## config.mk

```make
export PLATFORM = sky130hd
export DESIGN_NAME = stmem_ctrl
export DESIGN_NICKNAME = d
export VERILOG_FILES = /design/src/rtl/smc_pkg.sv /design/src/rtl/smc_wbuf.sv /design/src/rtl/smc_seq.sv /design/src/rtl/stmem_ctrl.sv
export SDC_FILE = /design/constraint.sdc
export NUM_CORES = 1
export LEC_CHECK = 0
export BUFFER_PORTS_ARGS = -buffer_cell sky130_fd_sc_hd__buf_2
export CAP_MARGIN = 0
export CORE_MARGIN = 4
export CORE_UTILIZATION = 55
export DETAILED_ROUTE_END_ITERATION = 16
export PLACE_DENSITY = 0.83
export SKIP_CTS_REPAIR_TIMING = 1
export SLEW_MARGIN = 10
export SYNTH_ARGS = -nofsm -noshare
export SYNTH_HDL_FRONTEND = slang
export SYNTH_SLANG_ARGS = --single-unit
```

## constraint.sdc

```tcl
create_clock -name clk_i -period 4.65 [get_ports clk_i]
set_input_delay 1.1625 -clock clk_i [delete_from_list [all_inputs] [get_ports clk_i]]
set_output_delay 1.1625 -clock clk_i [all_outputs]
set_load 0.05 [all_outputs]
```

## src/rtl/smc_pkg.sv

```systemverilog
package smc_pkg;
  typedef enum logic [1:0] {ST_IDLE, ST_SETUP, ST_STROBE, ST_TURN} seq_st_e;
  typedef struct packed {
    logic [3:0] turn;
    logic [3:0] wait_c;
    logic [3:0] dly;
  } tim_t;
  localparam int unsigned TIM_W = 12;
endpackage

```

## src/rtl/smc_wbuf.sv

```systemverilog
module smc_wbuf #(
  parameter int unsigned DW    = 36,
  parameter int unsigned DEPTH = 2
) (
  input  logic          clk_i,
  input  logic          rst_ni,
  input  logic          push_i,
  input  logic [DW-1:0] din_i,
  input  logic          pop_i,
  output logic [DW-1:0] dout_o,
  output logic          empty_o,
  output logic          full_o
);
  localparam int unsigned PW = (DEPTH > 1) ? $clog2(DEPTH) : 1;

  logic [DW-1:0] mem_q [DEPTH];
  logic [PW-1:0] wptr_q, rptr_q;
  logic [PW:0]   cnt_q;

  assign empty_o = (cnt_q == '0);
  assign full_o  = (cnt_q == (PW+1)'(DEPTH));
  assign dout_o  = mem_q[rptr_q];

  always_ff @(posedge clk_i or negedge rst_ni) begin
    if (!rst_ni) begin
      wptr_q <= '0;
      rptr_q <= '0;
      cnt_q  <= '0;
    end else begin
      if (push_i) wptr_q <= (wptr_q == PW'(DEPTH-1)) ? '0 : wptr_q + 1'b1;
      if (pop_i)  rptr_q <= (rptr_q == PW'(DEPTH-1)) ? '0 : rptr_q + 1'b1;
      cnt_q <= cnt_q + (PW+1)'(push_i) - (PW+1)'(pop_i);
    end
  end

  always_ff @(posedge clk_i) begin
    if (push_i) mem_q[wptr_q] <= din_i;
  end
endmodule

```

## src/rtl/smc_seq.sv

```systemverilog
module smc_seq
  import smc_pkg::*;
#(
  parameter int unsigned NB     = 4,
  parameter int unsigned EXT_AW = 20,
  localparam int unsigned BW    = $clog2(NB)
) (
  input  logic              clk_i,
  input  logic              rst_ni,
  input  logic              start_i,
  input  logic              wr_i,
  input  logic              wide_i,
  input  logic [BW-1:0]     bank_i,
  input  logic [EXT_AW-1:0] ext_addr_i,
  input  tim_t              tim_i,
  input  logic [31:0]       wdata_i,
  input  logic [3:0]        strb_i,
  input  logic [15:0]       dq_i,
  output logic              busy_o,
  output logic              done_o,
  output logic              rd_valid_o,
  output logic [31:0]       rd_data_o,
  output logic [NB-1:0]     cs_no,
  output logic              oe_no,
  output logic              we_no,
  output logic [1:0]        be_no,
  output logic [EXT_AW-1:0] addr_o,
  output logic [15:0]       dq_o,
  output logic              dq_oe_o
);
  seq_st_e           st_q;
  logic              wr_q, wide_q;
  logic [BW-1:0]     bank_q;
  logic [EXT_AW-1:0] base_q;
  tim_t              tim_q;
  logic [31:0]       wdata_q, rdata_q;
  logic [3:0]        strb_q;
  logic [1:0]        sub_q;
  logic [3:0]        cnt_q;
  logic              rvld_q;

  logic [1:0] last_sub, lanes;
  logic       active, strobe_end, last;

  assign last_sub   = wide_q ? 2'd1 : 2'd3;
  assign last       = (sub_q == last_sub);
  assign active     = (st_q == ST_SETUP) || (st_q == ST_STROBE);
  assign strobe_end = (st_q == ST_STROBE) && (cnt_q == '0);
  assign lanes      = wide_q ? strb_q[{sub_q, 1'b0} +: 2] : {1'b0, strb_q[sub_q]};

  assign busy_o     = (st_q != ST_IDLE);
  assign done_o     = strobe_end && last;
  assign rd_valid_o = rvld_q;
  assign rd_data_o  = rdata_q;
  assign cs_no      = active ? ~(NB'(1) << bank_q) : '1;
  assign oe_no      = !((st_q == ST_STROBE) && !wr_q);
  assign we_no      = !((st_q == ST_STROBE) && wr_q && (|lanes));
  assign be_no      = !active ? 2'b11 :
                      !wr_q   ? 2'b00 :
                      wide_q  ? ~lanes : {1'b1, ~lanes[0]};
  assign addr_o     = base_q + EXT_AW'(sub_q);
  assign dq_o       = wide_q ? wdata_q[{sub_q, 4'b0} +: 16] : {8'h00, wdata_q[{sub_q, 3'b0} +: 8]};
  assign dq_oe_o    = active && wr_q;

  always_ff @(posedge clk_i or negedge rst_ni) begin
    if (!rst_ni) begin
      st_q    <= ST_IDLE;
      wr_q    <= 1'b0;
      wide_q  <= 1'b0;
      bank_q  <= '0;
      base_q  <= '0;
      tim_q   <= '0;
      wdata_q <= '0;
      strb_q  <= '0;
      sub_q   <= '0;
      cnt_q   <= '0;
      rdata_q <= '0;
      rvld_q  <= 1'b0;
    end else begin
      rvld_q <= 1'b0;
      unique case (st_q)
        ST_IDLE: if (start_i) begin
          wr_q    <= wr_i;
          wide_q  <= wide_i;
          bank_q  <= bank_i;
          base_q  <= ext_addr_i;
          tim_q   <= tim_i;
          wdata_q <= wdata_i;
          strb_q  <= strb_i;
          sub_q   <= '0;
          cnt_q   <= tim_i.dly;
          st_q    <= ST_SETUP;
        end
        ST_SETUP: begin
          if (cnt_q == '0) begin
            st_q  <= ST_STROBE;
            cnt_q <= tim_q.wait_c;
          end else cnt_q <= cnt_q - 1'b1;
        end
        ST_STROBE: begin
          if (cnt_q == '0) begin
            if (!wr_q) begin
              if (wide_q) rdata_q[{sub_q, 4'b0} +: 16] <= dq_i;
              else        rdata_q[{sub_q, 3'b0} +: 8]  <= dq_i[7:0];
            end
            if (last) begin
              rvld_q <= !wr_q;
              if (tim_q.turn == '0) st_q <= ST_IDLE;
              else begin
                st_q  <= ST_TURN;
                cnt_q <= tim_q.turn - 1'b1;
              end
            end else begin
              sub_q <= sub_q + 1'b1;
              cnt_q <= tim_q.dly;
              st_q  <= ST_SETUP;
            end
          end else cnt_q <= cnt_q - 1'b1;
        end
        ST_TURN: begin
          if (cnt_q == '0) st_q <= ST_IDLE;
          else cnt_q <= cnt_q - 1'b1;
        end
        default: st_q <= ST_IDLE;
      endcase
    end
  end
endmodule

```

## src/rtl/stmem_ctrl.sv

```systemverilog
module stmem_ctrl
  import smc_pkg::*;
#(
  parameter int unsigned NB       = 4,
  parameter int unsigned EXT_AW   = 20,
  parameter int unsigned BANK_LSB = 26,
  parameter int unsigned WB_DEPTH = 2,
  localparam int unsigned BW      = $clog2(NB),
  localparam int unsigned TW      = TIM_W * NB
) (
  input  logic              clk_i,
  input  logic              rst_ni,
  input  logic              req_valid_i,
  output logic              req_ready_o,
  input  logic              req_write_i,
  input  logic              req_burst_i,
  input  logic [31:0]       req_addr_i,
  input  logic [31:0]       req_wdata_i,
  input  logic [3:0]        req_strb_i,
  output logic              rd_valid_o,
  output logic [31:0]       rd_data_o,
  input  logic [NB-1:0]     cfg_w16_i,
  input  logic [TW-1:0]     rd_tim_i,
  input  logic [TW-1:0]     wr_tim_i,
  output logic [NB-1:0]     mem_cs_no,
  output logic              mem_oe_no,
  output logic              mem_we_no,
  output logic [1:0]        mem_be_no,
  output logic [EXT_AW-1:0] mem_addr_o,
  output logic [15:0]       mem_dq_o,
  output logic              mem_dq_oe_o,
  input  logic [15:0]       mem_dq_i
);
  tim_t rd_tab [NB];
  tim_t wr_tab [NB];
  for (genvar b = 0; b < NB; b++) begin : g_tab
    assign rd_tab[b] = rd_tim_i[b*TIM_W +: TIM_W];
    assign wr_tab[b] = wr_tim_i[b*TIM_W +: TIM_W];
  end

  logic        rd_pend_q;
  logic [31:0] rd_addr_q, next_addr_q;
  logic        buf_empty, buf_full, push, pop, accept, new_ok, cont_ok;
  logic [35:0] buf_head;
  logic        busy, done, start, op_wr, wide;
  logic [31:0] op_addr;
  logic [BW-1:0]     bank;
  logic [EXT_AW-1:0] ext_addr;
  logic        unused_addr;

  assign new_ok      = buf_empty && !rd_pend_q;
  assign cont_ok     = req_write_i && req_burst_i && !buf_empty && !buf_full && !rd_pend_q;
  assign req_ready_o = new_ok || cont_ok;
  assign accept      = req_valid_i && req_ready_o;
  assign push        = accept && req_write_i;

  assign op_wr    = !rd_pend_q;
  assign op_addr  = rd_pend_q ? rd_addr_q : next_addr_q;
  assign bank     = op_addr[BANK_LSB +: BW];
  assign wide     = cfg_w16_i[bank];
  assign ext_addr = wide ? op_addr[EXT_AW:1] : op_addr[EXT_AW-1:0];
  assign start    = !busy && (rd_pend_q || !buf_empty);
  assign pop      = done && op_wr;
  assign unused_addr = ^{op_addr[31:BANK_LSB+BW], op_addr[BANK_LSB-1:EXT_AW+1]};

  always_ff @(posedge clk_i or negedge rst_ni) begin
    if (!rst_ni) begin
      rd_pend_q   <= 1'b0;
      rd_addr_q   <= '0;
      next_addr_q <= '0;
    end else begin
      if (accept && !req_write_i) begin
        rd_pend_q <= 1'b1;
        rd_addr_q <= req_addr_i;
      end else if (done && rd_pend_q) begin
        rd_pend_q <= 1'b0;
      end
      // burst base taken only when the buffer is empty; later beats follow on
      if (push && buf_empty) next_addr_q <= req_addr_i;
      else if (pop)          next_addr_q <= next_addr_q + 32'd4;
    end
  end

  smc_wbuf #(.DW(36), .DEPTH(WB_DEPTH)) u_wbuf (
    .clk_i   (clk_i),
    .rst_ni  (rst_ni),
    .push_i  (push),
    .din_i   ({req_strb_i, req_wdata_i}),
    .pop_i   (pop),
    .dout_o  (buf_head),
    .empty_o (buf_empty),
    .full_o  (buf_full)
  );

  smc_seq #(.NB(NB), .EXT_AW(EXT_AW)) u_seq (
    .clk_i      (clk_i),
    .rst_ni     (rst_ni),
    .start_i    (start),
    .wr_i       (op_wr),
    .wide_i     (wide),
    .bank_i     (bank),
    .ext_addr_i (ext_addr),
    .tim_i      (op_wr ? wr_tab[bank] : rd_tab[bank]),
    .wdata_i    (buf_head[31:0]),
    .strb_i     (buf_head[35:32]),
    .dq_i       (mem_dq_i),
    .busy_o     (busy),
    .done_o     (done),
    .rd_valid_o (rd_valid_o),
    .rd_data_o  (rd_data_o),
    .cs_no      (mem_cs_no),
    .oe_no      (mem_oe_no),
    .we_no      (mem_we_no),
    .be_no      (mem_be_no),
    .addr_o     (mem_addr_o),
    .dq_o       (mem_dq_o),
    .dq_oe_o    (mem_dq_oe_o)
  );
endmodule

```

After elaboration in Yosys (flattened, before gate mapping)
Memories as Yosys holds them, arrays and structs flattened. A register that Yosys moved wholly into a read port is not among the register bits. Cells that the tools add are included. Widths: inputs -> output; s select.

Add/subtract/negate cells: 11. Magnitude comparators: 3. Equality and inequality tests: 12. Shift-type cells: 8. Muxes and demuxes: 52. Bitwise logic cells: 5. Reductions and logical operators: 44.

Operators with widths (count): $mux 32 (3); $bwmux 32 (2); $mux 12 (5); $bmux 12 s2 (2); $add 32x3->32 const B (1); $shift 16x8->32 const A (1); $shift 8x7->32 const A (1); $shiftx 16x8->32 (1); $shiftx 32x6->8 (1); $shiftx 32x7->16 (1); $shiftx 8x7->32 (1); $mux 2 (14); $mux 28 (1); $mux 4 (7); $add 20x2->20 (1); $mux 20 (1); $logic_and 1x1->1 (18); $mux 16 (1); $pmux 4 s4 (1); $mux 1 (11); $ne 2x2->1 const B (5); $logic_not 1->1 (9); $logic_not 4->1 (2); $neg 6->8 (1); 29 further kinds (44).

Flip-flop bits (word level): 142. Memory bits (writable): 72. Bits of input ports: 189. Output and inout bits: 79. Logic and storage cells: 154. Memories: 1.

Memory list: u_wbuf.mem_q (words 2, bits a word 36, rd ports 1, clocked after memory_dff 1, wr ports 1, RTL line smc_wbuf.sv:16) `logic [DW-1:0] mem_q [DEPTH];`.

Logic depth before layout (Yosys ltp)
Depth after elaboration: 10. Mapped depth: 10. Mapped depth without buffers: 9.

Hierarchy
From an unflattened synthesis, not the netlist that was laid out.

Cell total of the unflattened synthesis: 1089. Area, all modules: 12799.8 µm².

Modules (own cells, without submodules): smc_seq (times used 1, cells each 545, area each 5833.1 µm², seq. area each 2827.7 µm²); stmem_ctrl (times used 1, cells each 417, area each 4022.6 µm², seq. area each 1301.2 µm²); smc_wbuf (times used 1, cells each 127, area each 2944.1 µm², seq. area each 2262.2 µm²).

Worst setup path after synthesis
No wires, ideal clock.

Path type: input to register. From: in req_burst_i. To: mem u_wbuf.mem_q[0][0] (enable). Library setup time: 0.434 ns. Arrival: 3.930 ns. Required time: 4.216 ns. Setup slack: 0.286 ns. Cell stages on the path: 4. Buffers on the path: 0. Path through: a31oi_1 > nor2_1 > and3_1 > nor2b_1.

Cells in the longest elaborated chain, start to end: 9.

Ends and longest elaborated chain: start: declaration (RTL line stmem_ctrl.sv:16) `input logic req_burst_i,`; $logic_and 1x1->1 (4 in series) (RTL line stmem_ctrl.sv:52) `assign cont_ok = req_write_i && req_burst_i && !buf_empty && !buf_full && !rd_pend_q;`; $logic_or 1x1->1 (RTL line stmem_ctrl.sv:53) `assign req_ready_o = new_ok || cont_ok;`; via req_ready_o (RTL line stmem_ctrl.sv:14) `output logic req_ready_o,`; $logic_and 1x1->1 (RTL line stmem_ctrl.sv:54) `assign accept = req_valid_i && req_ready_o;`; $logic_and 1x1->1 (RTL line stmem_ctrl.sv:55) `assign push = accept && req_write_i;`; $mux 1 (RTL line smc_wbuf.sv:37) `if (push_i) mem_q[wptr_q] <= din_i;`; $mux 1 (implied by the code) (RTL line smc_wbuf.sv:37); end: declaration (RTL line smc_wbuf.sv:16).

The timed path passes the listed nets, and every way through them passes these cells.

Worst setup path in the final report
From: reg u_seq.sub_q[0]. To: out mem_addr_o[18].

Cells in the longest elaborated chain, start to end: 1.

Ends and longest elaborated chain: start: declaration (RTL line smc_seq.sv:38) `logic [1:0] sub_q;`; start signal: assignment (RTL line smc_seq.sv:114) `sub_q <= sub_q + 1'b1;`; $add 20x2->20 (RTL line smc_seq.sv:61) `assign addr_o = base_q + EXT_AW'(sub_q);`; end: declaration (RTL line stmem_ctrl.sv:29) `output logic [EXT_AW-1:0] mem_addr_o,`.

No other way between the ends.

==> impl_metrics.toml <==
[status]
status = "completed"

[power]
power.density_nw_per_um2 = 710
p_leak_nw = 6.27
ir_drop_mv = 0.413

[synth]
synth_cell_types = 69
synthCells = 1088
ys_warn_count = 0
synth.net_count = 1294
mappedNetlistArea_sq_um = 12200
ys_seq_area_share_pct = 52.5
ys_ff_latch = 241
async_flop_share_pct = 70.1
synth_edf_count = 72
syn_avg_cell_area_sq_um = 11.2
synthFlopType = "dfrtp_1"

[routing]
drtAntennaViolNets = 0
drt-vias-per-instance = 5.87
vias = 9572
wirelength_microns = 31800
dr.pass1.iters = 6
drc = 0
drtIter0Drc = 909
wl_per_cell_microns = 19.5

[finish]
final_common_cell = "buf_2"
nNetsFinal = 1537
final_core_util_pct = 66.7
fillCellCount = 1630
area_growth_pct = 19.6
layout_common_cells = "buf_2 (262), dfrtp_1 (167), nand2_1 (147)"
drive_gt1_share_pct = 30.4

[critical_path]
cp_slowest_cell = "or4b_2"
crit_path_start_kind = "flip-flop"
r2r_slack_ns = 1.44
endpoint = "mem_addr_o[18]"
startpoint = "u_seq.sub_q[0]$_DFFE_PN0P_"
critPathCaptureType = "output pin"
crit_required_ns = 3.49
reg2reg_from = "u_seq.sub_q[0]$_DFFE_PN0P_"
rr_endpoint = "u_seq.rd_data_o[12]$_DFFE_PN0P_"
cp_slowest_stage_delay_ns = 0.72
crit_type = "reg -> out"
cp.arrival_ns = 3.03
worstPathMaxFanout = 3
reg2regPathDepth = 7
crit_chain = "ha_1, fa_1, nand3_1, or4b_2, nor2_1, nand2_1, xnor2_1, buf_2"

[sta]
tightest_slew_ns = 1.11
relSlewSlack_pct = 26.0
clock.fmax_mhz = 239
finalHoldViolCount = 0
tns_ns = 0
skew_ns = 0.0131
rsz0062_at_grt = "no"
post-route-min-period_ns = 4.19
report.final.slew_viol_count = 0
setup_viol = 0
finalCritPeriodShare_pct = 90.1

[floorplan]
die_x_microns = 157
core_area_sq_um = 21800
pin_count = 268
start_util_pct = 55.8
rows = 54
die_y_microns = 157
dieArea_sq_um = 24600

[clocking]
cts-root-buf = "clkbuf_16"
clock-sinks = 241
path_clk_slew_ns = 0.06
ctsHtreeMaxLevel = 1
tritoncts = "built"
clk_path_buf_depth = 3
clk_latency_ns = 0.53
cts_buffers = 26

[place]
dpl.hpwl_microns = 22800
io_buffers = 263
routabilityCongestion = 0.865

[global_routing]
grt_max_degree = 89
grt_usage_pct = 25.1
antenna_found_initial = 5
globalRouteOverflowTotal = 0
grt_pass1_vias = 9635
grt_pass1_wl_microns = 49600

[job]
drv_cap = 0

[hold_path]
hp-class = "reg -> reg"
-- routing by layer --
metal  vias to the layer above  wire, microns  global-route usage (%)  part of all wire [%]
met3                        82           2550                    5.06                   8.0
met2                       422          15800                    43.7                    50
met1                      4626          12300                    31.5                    39
met5                         -             40                       0                  0.13
met4                         6           1100                    8.31                   3.4
li1                       4436              -                       -                     -
-- cells in the mapped netlist, drive strengths merged, types with 2 or more instances --
library cell | number | area [sq um]
nor4 | 12 | 96.3
a21oi | 54 | 270
o22ai | 9 | 56.3
a22oi | 26 | 195
nand4 | 10 | 62.6
nand3b | 3 | 22.5
buf | 31 | 203
nor3b | 2 | 20.0
nand3 | 19 | 100
dfrtp | 169 | 4230
edfxtp | 72 | 2160
or3b | 2 | 17.5
and4 | 2 | 17.5
a22o | 7 | 61.3
nand2 | 148 | 556
o22a | 3 | 26.3
and2 | 6 | 37.5
ha | 16 | 200
and4b | 2 | 20.0
and3 | 8 | 50.1
a31oi | 5 | 31.3
nor3 | 13 | 65.1
nor2b | 3 | 18.8
xor2 | 14 | 141
or2 | 2 | 12.5
a21o | 2 | 15.0
inv | 20 | 75.1
nand2b | 5 | 31.3
o21a | 2 | 15.0
a211oi | 2 | 15.0
mux2i | 81 | 815
o221ai | 6 | 52.6
mux4 | 23 | 518
o21ai | 102 | 510
o31ai | 4 | 35.0
nor2 | 69 | 259
xnor2 | 38 | 333
mux2 | 48 | 541
or3 | 2 | 12.5
a211o | 2 | 17.5
clkbuf | 31 | 118
-- layout make-up --
type                            instances  area, sq um  area share [%]
Sequential cell                       241         6390            43.9
Multi-Input combinational cell        765         5440            37.4
Timing Repair Buffer                  277         1440            9.89
Clock buffer                           34          711            4.88
Tap cell                              280          350            2.41
Clock inverter                         13          140           0.963
Inverter                               20         75.1           0.516
Antenna cell                            2         5.00          0.0344
-- kinds of logic after synthesis --
family,after synthesis,synth area share [%]
AO/OA/AOI/OAI,229,11.1
XOR/XNOR,52,3.90
adder cells (fa/ha/maj),17,1.81
buffers and inverters,82,3.25
flip-flops,241,52.5
multiplexers,152,15.4
AND/OR/NAND/NOR,315,12.1
-- worst max-delay path: cells and delay by family (launching register included) --
| kind | cells | cell delay, ns |
|---|---|---|
| xor+xnor | 1 | 0.15 |
| simple gates | 4 | 1.21 |
| buf+inv | 1 | 0.29 |
| fa+ha+maj | 2 | 0.48 |
| flops | 1 | 0.36 |
-- worst min-delay path by stage --
stage,start,to,cells after the start
2_1_floorplan,u_seq.tim_q[6]$_DFFE_PN0P_,u_seq.tim_q[6]$_DFFE_PN0P_,2
3_3_place_gp,u_seq.rd_data_o[24]$_DFFE_PN0P_,u_seq.rd_data_o[24]$_DFFE_PN0P_,2
3_5_place_dp,u_seq.rd_data_o[14]$_DFFE_PN0P_,u_seq.rd_data_o[14]$_DFFE_PN0P_,2
4_1_cts,u_seq.rd_data_o[14]$_DFFE_PN0P_,u_seq.rd_data_o[14]$_DFFE_PN0P_,2
5_1_grt,u_seq.rd_data_o[31]$_DFFE_PN0P_,u_seq.rd_data_o[31]$_DFFE_PN0P_,2
6_report,u_seq.rd_data_o[26]$_DFFE_PN0P_,u_seq.rd_data_o[26]$_DFFE_PN0P_,2
-- per-stage QoR --
stage	std cells	power, mW	worst slack, ns	instance area (sq um)	hold slack (ns)
2_1_floorplan	1088	7.09	0.286	12200	0.439
6_report	1632	10.3	0.459	14600	0.472
3_5_place_dp	1583	8.30	1.08	13700	0.465
4_1_cts	1630	10.4	0.473	14600	0.479
5_1_grt	1632	11.0	0.282	14600	0.493
3_3_place_gp	1583	8.13	1.12	13700	0.459
-- flip-flops by register name, summed over array words and instances, names as in the netlist, 12 cells and up --
register and cells:
u_wbuf.mem_q 72, next_addr_q 28, u_seq.tim_q 12, u_seq.wdata_q 32, rd_addr_q 23, u_seq.base_q 20
u_seq.rd_data_o 32
-- power breakdown --
part           leakage (nW)  internal, mW  switching (mW)
clock network         0.404          1.19           0.836
registers              2.64          2.87           0.679
logic                  3.22          1.73            3.03
No activity file was read; power rests on OpenSTA's default activity.
